**src/rtl/aud_rx_pkg.sv**
```systemverilog
// Package: shared constants, framing codes and word-length decoding
// for the serial audio receiver.
package aud_rx_pkg;

    localparam int SAMPLE_W = 32;   // parallel output width
    localparam int STD_W    = 24;   // bits kept in left-justified / I2S modes

    typedef enum logic [1:0] {
        FMT_LEFTJ  = 2'b00,
        FMT_I2S    = 2'b01,
        FMT_RIGHTJ = 2'b10,
        FMT_RSVD   = 2'b11
    } fmt_e;

    // Right-justified sample length for a word-length code.
    function automatic logic [5:0] rj_bits(input logic [1:0] code);
        case (code)
            2'b00:   return 6'd24;
            2'b01:   return 6'd20;
            2'b10:   return 6'd18;
            default: return 6'd16;
        endcase
    endfunction

    // DSP-mode sample length for a word-length code.
    function automatic logic [5:0] dsp_bits(input logic [1:0] code);
        case (code)
            2'b00:   return 6'd32;
            2'b01:   return 6'd24;
            2'b10:   return 6'd20;
            default: return 6'd16;
        endcase
    endfunction

endpackage

```
**src/rtl/aud_rx_edge.sv**
```systemverilog
// Edge finder: detects rising bit-clock edges and frame-clock level
// changes seen at those edges.
// Assumes bclk and fclk are already synchronous to clk (no metastability
// filtering here) and that bclk stays high and low for at least one
// clk cycle each.
module aud_rx_edge (
    input  logic clk,
    input  logic rst_n,
    input  logic bclk,
    input  logic fclk,
    output logic bit_stb,    // this cycle holds a bit-clock rise
    output logic frm_chg,    // frame clock differs from its level at the last rise
    output logic frm_rise    // frame clock went low to high at this rise
);

    logic bclk_q;
    logic fs_prev;
    logic primed;

    assign bit_stb  = bclk & ~bclk_q;
    assign frm_chg  = bit_stb & primed & (fclk != fs_prev);
    assign frm_rise = frm_chg & fclk;

    // Keep the last bit-clock sample and the frame level of the last rise.
    always_ff @(posedge clk) begin
        if (!rst_n) begin
            bclk_q  <= 1'b0;
            fs_prev <= 1'b0;
            primed  <= 1'b0;
        end else begin
            bclk_q <= bclk;
            if (bit_stb) begin
                fs_prev <= fclk;
                primed  <= 1'b1;
            end
        end
    end

endmodule

```
**src/rtl/aud_rx_bitpos.sv**
```systemverilog
// Bit position counter: numbers the bit-clock rises since the last frame
// start (the start rise itself is 0) and remembers whether any frame
// start has been seen since reset. The count saturates at its maximum.
module aud_rx_bitpos #(
    parameter int CNT_W = 7
) (
    input  logic             clk,
    input  logic             rst_n,
    input  logic             bit_stb,
    input  logic             start,
    output logic [CNT_W-1:0] cur_idx,  // index of the bit in this cycle
    output logic             locked    // a frame start happened before this rise
);

    logic [CNT_W-1:0] idx_q;

    // Index of the current bit: restart at a frame start, else step with saturation.
    always_comb begin
        if (start)
            cur_idx = '0;
        else if (idx_q == {CNT_W{1'b1}})
            cur_idx = idx_q;
        else
            cur_idx = idx_q + CNT_W'(1);
    end

    // Store the index and the lock flag at each bit-clock rise.
    always_ff @(posedge clk) begin
        if (!rst_n) begin
            idx_q  <= '0;
            locked <= 1'b0;
        end else if (bit_stb) begin
            idx_q <= cur_idx;
            if (start)
                locked <= 1'b1;
        end
    end

endmodule

```
**src/rtl/serial_audio_rx.sv**
```systemverilog
// Multi-format serial audio receiver top.
// Turns a bit-clock / frame-clock / data stream into left-aligned
// 32-bit samples with a channel tag and a one-cycle valid strobe.
// Assumes fmt, wlen, dsp_en and loop_en stay steady between resets.
module serial_audio_rx
    import aud_rx_pkg::*;
#(
    parameter int CNT_W = 7
) (
    input  logic                clk,
    input  logic                rst_n,
    input  logic                bclk_in,
    input  logic                fclk_in,
    input  logic                sdata_in,
    input  logic                loop_sdata,
    input  logic                loop_en,
    input  logic                dsp_en,
    input  logic [1:0]          fmt,
    input  logic [1:0]          wlen,
    output logic [SAMPLE_W-1:0] smp_data,
    output logic                smp_right,
    output logic                smp_valid
);

    localparam int PW = $clog2(SAMPLE_W);
    localparam logic [CNT_W-1:0]    ONE     = CNT_W'(1);
    localparam logic [SAMPLE_W-1:0] TOP_BIT = {1'b1, {(SAMPLE_W-1){1'b0}}};

    logic             bit_stb, frm_chg, frm_rise, start, locked;
    logic [CNT_W-1:0] cur_idx;
    logic             sbit;
    fmt_e             mode;
    logic             is_std, is_rj, is_dsp;
    logic [5:0]       wl;

    logic [SAMPLE_W-1:0] shreg, cap_q, cap_next, mask, rj_word;
    logic                half_right_q;
    logic [CNT_W-1:0]    n_w, off_w, rel;
    logic                in_win, win_last, win_right;
    logic                emit_edge, emit_dsp;

    assign mode   = fmt_e'(fmt);
    assign is_dsp = dsp_en;
    assign is_rj  = !dsp_en && (mode == FMT_RIGHTJ);
    assign is_std = !dsp_en && ((mode == FMT_LEFTJ) || (mode == FMT_I2S));
    assign sbit   = loop_en ? loop_sdata : sdata_in;
    assign start  = is_dsp ? frm_rise : frm_chg;
    assign wl     = is_dsp ? dsp_bits(wlen) : rj_bits(wlen);

    aud_rx_edge u_edge (
        .clk      (clk),
        .rst_n    (rst_n),
        .bclk     (bclk_in),
        .fclk     (fclk_in),
        .bit_stb  (bit_stb),
        .frm_chg  (frm_chg),
        .frm_rise (frm_rise)
    );

    aud_rx_bitpos #(.CNT_W(CNT_W)) u_pos (
        .clk     (clk),
        .rst_n   (rst_n),
        .bit_stb (bit_stb),
        .start   (start),
        .cur_idx (cur_idx),
        .locked  (locked)
    );

    // Find whether the current bit falls inside a capture window, and where.
    always_comb begin
        n_w       = CNT_W'(wl);
        off_w     = (mode == FMT_I2S) ? ONE : '0;
        rel       = '0;
        in_win    = 1'b0;
        win_last  = 1'b0;
        win_right = 1'b0;
        if (is_std) begin
            rel    = cur_idx - off_w;
            in_win = (cur_idx >= off_w) && (rel < CNT_W'(STD_W));
        end else if (is_dsp && locked) begin
            if ((cur_idx >= ONE) && (cur_idx <= n_w)) begin
                rel      = cur_idx - ONE;
                in_win   = 1'b1;
                win_last = (cur_idx == n_w);
            end else if ((cur_idx > n_w) && (cur_idx <= (n_w << 1))) begin
                rel       = cur_idx - n_w - ONE;
                in_win    = 1'b1;
                win_right = 1'b1;
                win_last  = (cur_idx == (n_w << 1));
            end
        end
    end

    // Merge the current bit into the left-aligned capture word.
    always_comb begin
        mask     = TOP_BIT >> rel[PW-1:0];
        cap_next = (start ? '0 : cap_q) | ((in_win && sbit) ? mask : '0);
        rj_word  = shreg << (6'(SAMPLE_W) - wl);
    end

    assign emit_edge = start && locked && (is_std || is_rj);
    assign emit_dsp  = bit_stb && in_win && win_last;

    // Shift history, capture word and half-frame channel, one step per bit.
    always_ff @(posedge clk) begin
        if (!rst_n) begin
            shreg        <= '0;
            cap_q        <= '0;
            half_right_q <= 1'b0;
        end else if (bit_stb) begin
            shreg <= {shreg[SAMPLE_W-2:0], sbit};
            cap_q <= emit_dsp ? '0 : cap_next;
            if (start)
                half_right_q <= (mode == FMT_I2S) ? fclk_in : ~fclk_in;
        end
    end

    // Register the outgoing sample, its tag and the strobe.
    always_ff @(posedge clk) begin
        if (!rst_n) begin
            smp_data  <= '0;
            smp_right <= 1'b0;
            smp_valid <= 1'b0;
        end else begin
            smp_valid <= emit_edge || emit_dsp;
            if (emit_edge) begin
                smp_data  <= is_rj ? rj_word : cap_q;
                smp_right <= half_right_q;
            end else if (emit_dsp) begin
                smp_data  <= cap_next;
                smp_right <= win_right;
            end
        end
    end

endmodule

```
**config.mk**
```make
export PLATFORM = sky130hd
export DESIGN_NAME = serial_audio_rx
export DESIGN_NICKNAME = d
export VERILOG_FILES = /design/src/rtl/aud_rx_pkg.sv /design/src/rtl/aud_rx_edge.sv /design/src/rtl/aud_rx_bitpos.sv /design/src/rtl/serial_audio_rx.sv
export SDC_FILE = /design/constraint.sdc
export NUM_CORES = 1
export LEC_CHECK = 0
export BUFFER_PORTS_ARGS = -buffer_cell sky130_fd_sc_hd__buf_2
export CORE_MARGIN = 3
export CORE_UTILIZATION = 50
export DETAILED_ROUTE_END_ITERATION = 8
export PLACE_DENSITY = 0.7
export SYNTH_ARGS = -nofsm -noshare
export SYNTH_HDL_FRONTEND = slang
export SYNTH_SLANG_ARGS = --single-unit
export TNS_END_PERCENT = 100
```
**constraint.sdc**
```tcl
create_clock -name clk -period 4.6 [get_ports clk]
set_input_delay 0.23 -clock clk [delete_from_list [all_inputs] [get_ports clk]]
set_output_delay 0.23 -clock clk [all_outputs]
set_load 0.05 [all_outputs]
```
==> summary.md, run 1 <==
| Metric | Value |
|---|---|
| Sequential share of the synthesized area | 0.3117 |
| YS warnings | 0 |
| Worst path buffer plus inverter count | 0 |
| First-pass GRT wire length | approximately 35000 um |
| Layout cells sized above 1 | 0.1411 |
| Clock network fraction of design power | 0.389 |
| Placed insts | 1046 |
| First drt pass iteration count | 6 |
| Detailed-placement wirelength estimate | between 15000 and 20000 um |
| Final net count | 911 |
| Int Pwr | roughly 1.4 mW |
| First DRT Iteration DRCs | 967 |
| CTS max path bufs | 2 |
| Peak Freq | 0.2330 GHz |
| Final Instance Area | roughly 7700 um2 |
| Clock skew | 0.009119 ns |
| Syn Area/Cell | ~8 um2 |
| Non-Filler Instances | roughly 1100 |
| Synth area leaders | dfxtp_1, nand2_1, mux2i_1, a22oi_1, a21boi_0 |
| Post-Synthesis Cell Area | just over 7000 um2 |
| CTS sink cnt | 110 |
| Vias in the first global route | 6327 |
| Worst hold slack | 0.09076 ns |
| Critical Path AT | roughly 4.6 ns |
| Tot GR Track Use | 0.2720 |
| Power Dens Cells | 265.6 nW/um2 |
| Top delay family on crit path | compound AO/OA/AOI/OAI gates |
| DRT Wirelength | approximately 22000 um |
| Root Buffer | clkbuf_16 |
| DRC violations left | 0 |
| Row cnt | between 40 and 50 |
| RSZ-0062 raised after global routing | no |
| Area after DPL | roughly 7400 um2 |
| Synth area leader | dfxtp_1 |
| Max-cap violations | 0 |
| IO Pins | between 40 and 50 |
| Switching portion of total power | 0.2970 |
| Total Power | 2.053 mW |
| TritonCTS buffer count | 9 |
| WS Path Type | reg -> reg |
| Crit path required time | 4.86 ns |
| CP Cell Sequence | ha_1 > and2_1 > a22oi_2 > a21oi_1 > ha_1 > and2_1 > a21oi_1 > o22ai_1 > a31o_2 > a211oi_4 > a221oi_1 > nand3b_1 > nand2b_1 > o31ai_1 |
| Startpoint Class | flip-flop |
| Htree depth | 3 |
| Status | completed |
| Clock latency on the worst-skew pair | roughly 0.37 ns |
| Final setup violating endpoints | 0 |
| Die area | ~16000 um2 |
| Pre-CTS setup slack | approximately 0.25 ns |
| Flops & latches, synth | 110 |
| Async S/R FF share, synth | 0 |
| Yosys cell types | slightly below 80 |
| Final Hold Vio Count | 0 |
| Via count | approximately 6800 |
| Post-DRT Antenna Nets | 0 |
| Vias/cell | 6.445 |
| Fin Setup TNS | 0 ns |
| PortBufs | between 40 and 50 |
| Post-Syn Nets | 901 |
| HP Class | in -> reg |
| Antenna diodes | 0 |
| Drt wl/cell | 20.30 um |
| Die H | 124.9 um |
| Final core utilization | 0.5724 |
| Cells after synthesis | 871 |
| Largest net degree at the start of global routing | ~50 |
| Worst slew pin tran | 1.217 ns |
| Share of the synthesized area in the top cell type | 0.3117 |
| Max Slew Vio Count | 0 |
| Max_slew headroom | 0.1864 |
| Remaining global-route overflow | 0 |
| Logic pwr share | 0.142 |
| Setup crit end kind | flip-flop |
| P_leak | between 2 and 3 nW |
| CTS Hold Bufs | 0 |
| Number of synthesized flops with an enable pin | 0 |
| Main synth FF type | dfxtp_1 |
| RePlAce Congestion | between 0.9 and 1 |
| Die Width | 124.9 um |
| Fin crit share | 0.9332 |
| Flop pwr share | 0.469 |
| Clock transition at path regs | ~0.080 ns |
| Starting Density | 0.5232 |
| Floorplan Core Area | ~14000 um2 |
| Maximum vdd drop | about 0.22 mV |
| Area grow syn2layout | 9.403% |
| Fill cell count | between 1000 and 1500 |
| CTS tree | yes |
| Worst-path fanout max | 8 |
| Min Tclk post-route | 4.293 ns |
| Net load switching power | a little over 0.6 mW |
| Slowest Stage Delay on Critical Path | between 0.4 and 0.5 ns |
| Initial antenna violation count | 0 |
| Register-to-Register Setup Slack | 0.31 ns |
| Crit-path slowest cell | dfxtp_1 |
| Final WS setup | around 0.31 ns |
-- logic make-up after synthesis --
family / after synthesis / synth area share
simple gates: 299 / 0.1976
compound gates: 285 / 0.2856
flops: 110 / 0.3117
buf+inv: 84 / 0.04799
mux: 64 / 0.1105
fa+ha+maj: 18 / 0.03294
xor+xnor: 11 / 0.01364
-- per-layer routing --
layer	vias to the layer above	part of all wire	routed length [um]	track usage
li1	3220	-	-	-
met2	278	0.47	10150	0.4383
met5	-	0	0	0
met4	0	0.019	412	0.07462
met1	3313	0.44	9424	0.3677
met3	34	0.073	1572	0.06218
-- synth_stat cells, drive strengths merged, types with 5 or more instances --
cell / count
inv: 15
a22o: 5
nand2: 172
nor3b: 5
o21ai: 51
a21o: 8
and3: 6
mux4: 11
o22ai: 16
a22oi: 40
dfxtp: 110
o32ai: 7
nand3: 19
mux2i: 51
xor2: 6
a211oi: 14
buf: 19
a21oi: 29
o2bb2ai: 7
ha: 17
clkbuf: 50
o31ai: 35
nor2: 34
a21boi: 37
a31oi: 7
nand2b: 5
nor2b: 9
nor3: 8
and2: 17
xnor2: 5
-- what timing repair did --
action,in CTS,in global routing
resized for setup,0,3
setup endpoints to repair,0,55
buffers inserted,0,0
-- sequential cells by signal (all words and copies together), names as in the netlist, 7 cells and up --
| register | cells |
|---|---|
| u_pos.idx_q | 7 |
| smp_data | 32 |
| cap_q | 32 |
| shreg | 32 |
-- power groups by stage --
| stage | registers, mW | clock network (mW) | logic (mW) |
|---|---|---|---|
| floorplan | 0.983 | 0 | 0.211 |
| finish | 0.963 | 0.798 | 0.292 |
| detailed placement | 0.985 | 0 | 0.285 |
| CTS | 0.962 | 0.812 | 0.286 |
| global placement | 0.984 | 0 | 0.284 |
| global route | 0.964 | 0.848 | 0.317 |
-- cell type report --
type / instances / area [um2] / share of cell area
well taps: 176 / 220.2 / 0.02849
flip-flops and latches: 110 / 2202 / 0.2849
clock inverters: 7 / 76.32 / 0.009874
repair buffers: 68 / 397.9 / 0.05147
clock buffers: 9 / 225.2 / 0.02914
multi-input cells: 677 / 4552 / 0.5889
inverters: 15 / 56.30 / 0.007284
-- placed cells by master, fill, tap and decap left out, drive strengths merged, types with 11 or more instances in the layout --
master,count
dfxtp,110
o22ai,16
mux2i,51
o31ai,35
a21oi,29
nor2,34
ha,17
and2,17
nand3,19
mux4,11
a21boi,37
inv,18
buf,68
a211oi,14
nand2,172
a22oi,40
o21ai,51
-- path summary, 6_finish.rpt --
check | cells after the start | endpoint | start
setup / recovery | 14 | smp_data[0] | u_pos.idx_q[0]
hold reg to reg | 2 | shreg[31] | shreg[31]
hold / removal | 2 | u_edge.bclk_q | bclk_in
setup reg to reg | 14 | smp_data[0] | u_pos.idx_q[0]
Note: power is estimated with default switching activity, not from simulation.
==> run 2, diff against run 1 <==
- CELL_PAD_IN_SITES_DETAIL_PLACEMENT: not set -> 1
- CELL_PAD_IN_SITES_GLOBAL_PLACEMENT: not set -> 1
- CORE_UTILIZATION: 50 -> 46
- PLACE_DENSITY: 0.7 -> not set
- PLACE_DENSITY_LB_ADDON: not set -> 0.3
- SLEW_MARGIN: not set -> 0
==> summary.md, run 2 (synthesis results as in run 1) <==
| Metric | Value |
|---|---|
| Status | completed |
| DRC violations left | 0 (unchanged) |
| IO Pins | 46 (unchanged) |
| First drt pass iteration count | 5 (-1) |
| Worst hold slack | 0.1053 ns (+0.01451 ns) |
| HP Start | bclk_in |
| Via count | 6902 (+0.83%) |
| Total Power | 2.059 mW (+0.31%) |
| Clock latency on the worst-skew pair | 0.36 ns (about the same) |
| RSZ-0062 raised after global routing | no |
| Area grow syn2layout | 10.41% |
| WS Path Type | reg -> reg |
| R2r worst-path depth | 16 (+2) |
| Initial antenna violation count | 0 (unchanged) |
| First-pass GRT wire length | 37870 um (+9.7%) |
| HP Class | in -> reg |
| First DRT Iteration DRCs | 564 (-42%) |
| Worst hold endpoint | u_edge.bclk_q |
| Worst r2r src | u_pos.idx_q[1] |
| Startpoint Class | flip-flop |
| TritonCTS buffer count | 9 (unchanged) |
| Detailed-placement wirelength estimate | 17480 um (+13%) |
| Worst R2R End | smp_data[5] |
| DRT Wirelength | 24060 um (+12%) |
| Clock skew | 0.01315 ns (+0.004034 ns) |
| RePlAce Congestion | 0.9985 (+8.2%) |
| Commonest non-fill, non-tap cell in the layout | nand2_1 |
| Worst-path fanout max | 8 (unchanged) |
| Root Buffer | clkbuf_16 |
| Htree depth | 3 (unchanged) |
| Min Tclk post-route | 4.337 ns (+0.04462 ns) |
| Drt wl/cell | 22.42 um (+10%) |
| Starting Density | 0.4789 (-0.04428) |
| Peak Freq | 0.2306 GHz (-1.0%) |
| Remaining global-route overflow | 0 (unchanged) |
| Vias/cell | 6.432 (-0.20%) |
| P_leak | 2.890 nW (+0.61%) |
| Final Hold Vio Count | 0 (unchanged) |
| CTS max path bufs | 2 (unchanged) |
| Die area | 16880 um2 (+8.3%) |
| Most frequent cells in the layout | nand2_1, dfxtp_1, mux2i_1, buf_2, o21ai_0 |
| Critical Path AT | 4.61 ns (+0.06 ns) |
| Antenna diodes | 0 (unchanged) |
| CTS sink cnt | 110 (unchanged) |
| Maximum vdd drop | 0.1762 mV (-19%) |
| Max_slew headroom | 0.1632 (-0.02325) |
| Hold Crit Depth | 2 (unchanged) |
| Setup crit end kind | flip-flop |
| Row cnt | 44 (+4.8%) |
| Crit path required time | 4.87 ns (about the same) |
| Post-DRT Antenna Nets | 0 (unchanged) |
| Fin Setup TNS | 0 ns (unchanged) |
| Clock transition at path regs | 0.08 ns (about the same) |
| Die H | 129.9 um (+4.1%) |
| Floorplan Core Area | 14750 um2 (+9.2%) |
| Biggest regs | cap_q: 32 flops, shreg: 32 flops, smp_data: 32 flops |
| Max Slew Vio Count | 0 (unchanged) |
| Power Dens Cells | 263.9 nW/um2 (-0.61%) |
| Layout cells sized above 1 | 0.1507 (+0.009648) |
| Die Width | 129.9 um (+4.1%) |
| Final net count | 914 (+0.33%) |
| PortBufs | 45 (unchanged) |
| Tot GR Track Use | 0.2843 (+0.01227) |
| Fin crit share | 0.9429 (+0.009700) |
| CTS tree | yes |
| Largest net degree at the start of global routing | 72 (+41%) |
| Max-cap violations | 0 (unchanged) |
| Worst slew pin tran | 1.252 ns (+0.03479 ns) |
| Register-to-Register Setup Slack | 0.26 ns (-0.04 ns) |
| Vias in the first global route | 6703 (+5.9%) |
| Final setup violating endpoints | 0 (unchanged) |
run 2: stage by stage:
step	std cells	worst slack (ns)	util	cell area, um2
global placement	1053	0.4397	0.5036	7430
floorplan	871	0.8258	-	7066
finish	1073	0.2627	0.5287	7801
detailed placement	1053	0.2042	0.5036	7430
global route	1073	0.03718	0.5287	7801
CTS	1069	0.1632	0.5235	7724
run 2: power breakdown:
group	leakage, nW	switching (mW)	internal [mW]
sequential	0.887	0.00617	0.957
combinational	1.86	0.202	0.102
clock	0.144	0.397	0.395
total	2.89	0.605	1.45
run 2: final cells by class:
class / count / area, um2
repair buffers: 71 / 420.4
multi-input cells: 677 / 4597
flip-flops and latches: 110 / 2203
fillers: 1792 / 6953
well taps: 184 / 230.2
clock inverters: 5 / 51.30
inverters: 15 / 56.30
clock buffers: 11 / 242.7
run 2: routing by layer:
metal	up-vias	track usage	routed length, um	part of all wire
met5	-	0	0	0
met4	0	0.08068	549	0.023
met3	39	0.03807	1281	0.053
met2	229	0.4689	11380	0.47
met1	3412	0.3914	10860	0.45
li1	3222	-	-	-
run 2: worst max path at each step:
stage                         endpoint  cells after the start           start
after floorplan           smp_data[27]                     15         wlen[1]
after global placement    smp_data[18]                     13  u_pos.idx_q[0]
after detailed placement  smp_data[22]                     13  u_pos.idx_q[0]
after CTS                 smp_data[18]                     13  u_pos.idx_q[0]
after global routing          cap_q[9]                     16  u_pos.idx_q[1]
final                      smp_data[5]                     16  u_pos.idx_q[1]
run 2: critical path: stages, from the launching register on:
cell and delay [ns]:
dfxtp_1 0.42, ha_1 0.29, nand2_1 0.15, nor2_2 0.19, nand2_1 0.07, a21oi_1 0.26
inv_1 0.19, ha_1 0.35, ha_1 0.18, nand2_1 0.13, o22ai_1 0.10, a32o_2 0.30
a211oi_4 0.45, a221oi_1 0.20, nand3b_1 0.28, or2_1 0.40, o31ai_1 0.27
run 2: repair_timing:
| action | CTS | global route |
|---|---|---|
| endpoints found under the setup margin | 0 | 59 |
| gates resized for setup | 0 | 12 |
| hold buffers | 0 | 0 |
| buffers inserted | 0 | 4 |
==> run 3, diff against run 2 <==
- CORE_ASPECT_RATIO: not set -> 0.5
==> summary.md, run 3 (synthesis results as in run 1) <==
| Metric | Value |
|---|---|
| Worst-path fanout max | 10 (+2) |
| Remaining global-route overflow | 0 (unchanged) |
| Max-cap violations | 0 (unchanged) |
| CTS max path bufs | 2 (unchanged) |
| Largest net degree at the start of global routing | 47 (-35%) |
| Most frequent cells in the layout | nand2_1, dfxtp_1, mux2i_1, buf_2, o21ai_0 |
| Area grow syn2layout | 10.29% |
| P_leak | 2.898 nW (+0.29%) |
| Root Buffer | clkbuf_16 |
| Final setup violating endpoints | 0 (unchanged) |
| DRT Wirelength | 24850 um (+3.3%) |
| Commonest non-fill, non-tap cell in the layout | nand2_1 |
| Die Width | 181.3 um (+40%) |
| Fin crit share | 0.9379 (-0.004962) |
| Gr busiest metal | met2 |
| RSZ-0062 raised after global routing | yes |
| Startpoint Class | flip-flop |
| Vias in the first global route | 6810 (+1.6%) |
| Floorplan Core Area | 14740 um2 (-0.10%) |
| Max_slew headroom | 0.4069 (+0.2437) |
| Layout cells sized above 1 | 0.1485 (-0.002250) |
| CTS sink cnt | 110 (unchanged) |
| HP Class | in -> reg |
| First-pass GRT wire length | 39190 um (+3.5%) |
| Critical Path Start | u_pos.idx_q[0] |
| WS Path Type | reg -> reg |
| Post-DRT Antenna Nets | 0 (unchanged) |
| Power Dens Cells | 266.2 nW/um2 (+0.87%) |
| Die H | 93.64 um (-28%) |
| Max Slew Vio Count | 0 (unchanged) |
| Detailed-placement wirelength estimate | 17440 um (-0.21%) |
| Setup crit end kind | flip-flop |
| IO Pins | 46 (unchanged) |
| Worst slew pin tran | 0.8896 ns (-0.3626 ns) |
| Pre-CTS setup slack | 0.3301 ns (+0.1259 ns) |
| RePlAce Congestion | 0.9175 (-8.1%) |
| DRC violations left | 0 (unchanged) |
| Tot GR Track Use | 0.2899 (+0.005656) |
| First DRT Iteration DRCs | 626 (+11%) |
| Biggest regs | cap_q: 32 flops, shreg: 32 flops, smp_data: 32 flops |
| PortBufs | 45 (unchanged) |
| Htree depth | 3 (unchanged) |
| Antenna diodes | 0 (unchanged) |
| Peak Freq | 0.2318 GHz (+0.53%) |
| Drt wl/cell | 22.86 um (+1.9%) |
| GR Layer Usage met3 | 0.04934 (+0.01127) |
| Worst r2r src | u_pos.idx_q[0] |
| Starting Density | 0.4794 (+0.0004878) |
| TritonCTS buffer count | 9 (unchanged) |
| Final WS setup | 0.2855 ns (+0.02283 ns) |
| Worst R2R End | smp_data[23] |
| Status | completed |
| First drt pass iteration count | 5 (unchanged) |
| Area after DPL | 7462 um2 (+0.44%) |
| Min Tclk post-route | 4.314 ns (-0.02283 ns) |
| Crit path required time | 4.88 ns (about the same) |
| Initial antenna violation count | 0 (unchanged) |
| Die area | 16970 um2 (+0.53%) |
| Maximum vdd drop | 0.2034 mV (+15%) |
| Via count | 7061 (+2.3%) |
| Final Instance Area | 7792 um2 (-0.11%) |
| Grt met1 use | 0.4183 (+0.02694) |
| Met2 GRT Util | 0.4558 (-0.01307) |
| Register-to-Register Setup Slack | 0.29 ns (+0.02 ns) |
| Clock skew | 0.01276 ns (-0.0003927 ns) |
| Critical Path AT | 4.59 ns (-0.02 ns) |
| Final net count | 914 (unchanged) |
| Clock latency on the worst-skew pair | 0.37 ns (about the same) |
| Clock transition at path regs | 0.09 ns (about the same) |
| CTS tree | yes |
| Row cnt | 31 (-30%) |
| Final Hold Vio Count | 0 (unchanged) |
| Critical Path End | smp_data[23] |
| Vias/cell | 6.496 (+0.99%) |
| R2r worst-path depth | 16 (unchanged) |
| CTS Hold Bufs | 0 (unchanged) |
## run 3: cell count changes in the layout (fill, tap and decap cells not counted), moves of 2 or more
cell      delta
inv_6        -2
a221oi_2     +2
nand2_1      +2
inv_8        +2
nand2_2      -2
## run 3: metal layers
metal	wire length, um	part of all wire	vias to the layer above
met5	0	0	-
met4	395	0.016	0
met3	1674	0.067	26
met2	11010	0.44	268
met1	11760	0.47	3541
li1	-	-	3226
## run 3: cell type report
cell class,instances,area (um2)
Fill cell,1803,6947
Multi-Input combinational cell,677,4573
Sequential cell,110,2202
Timing Repair Buffer,71,420.4
Tap cell,198,247.7
Clock buffer,10,229.0
Clock inverter,6,63.81
Inverter,15,56.30
## run 3: worst min-delay path by stage
stage | endpoint | startpoint | slack, ns | cells after the start
after floorplan | u_edge.bclk_q | bclk_in | 0.35 | 1
after global placement | shreg[31] | shreg[31] | 0.45 | 2
after detailed placement | cap_q[22] | cap_q[22] | 0.46 | 2
after CTS | u_edge.bclk_q | bclk_in | 0.10 | 2
after global routing | u_edge.bclk_q | bclk_in | 0.13 | 2
final | u_edge.bclk_q | bclk_in | 0.11 | 2
## run 3: report_power, final
part,switching [mW],internal [mW]
combinational,0.207,0.0995
clock,0.421,0.385
sequential,0.00600,0.956
## run 3: what timing repair did
item | in CTS | in global routing
setup endpoints to repair | 0 | 53
hold endpoints to repair | 0 | 0
buffers inserted | 0 | 2
resized for setup | 0 | 7
## run 3: per-stage QoR
step / utilization / hold slack, ns / setup TNS (ns) / power [mW] / cells
floorplan: - / 0.3517 / 0 / 1.194 / 871
global placement: 0.5063 / 0.4471 / 0 / 1.266 / 1069
detailed placement: 0.5063 / 0.4637 / 0 / 1.276 / 1069
CTS: 0.5261 / 0.1039 / 0 / 2.068 / 1085
global route: 0.5287 / 0.1275 / -0.01875 / 2.140 / 1087
finish: 0.5287 / 0.1089 / 0 / 2.074 / 1087
## run 3: critical path, stage by stage, from the launching register on
cell      delay, ns
dfxtp_1        0.45
ha_1           0.29
nand2_1        0.14
nor2_1         0.26
nand2_1        0.09
a21oi_1        0.28
inv_1          0.21
ha_1           0.36
ha_1           0.18
nand2_1        0.10
o22ai_1        0.08
a32o_2         0.30
and3_1         0.25
a221oi_2       0.40
nand3_2        0.32
nand2b_4       0.27
o31ai_1        0.25
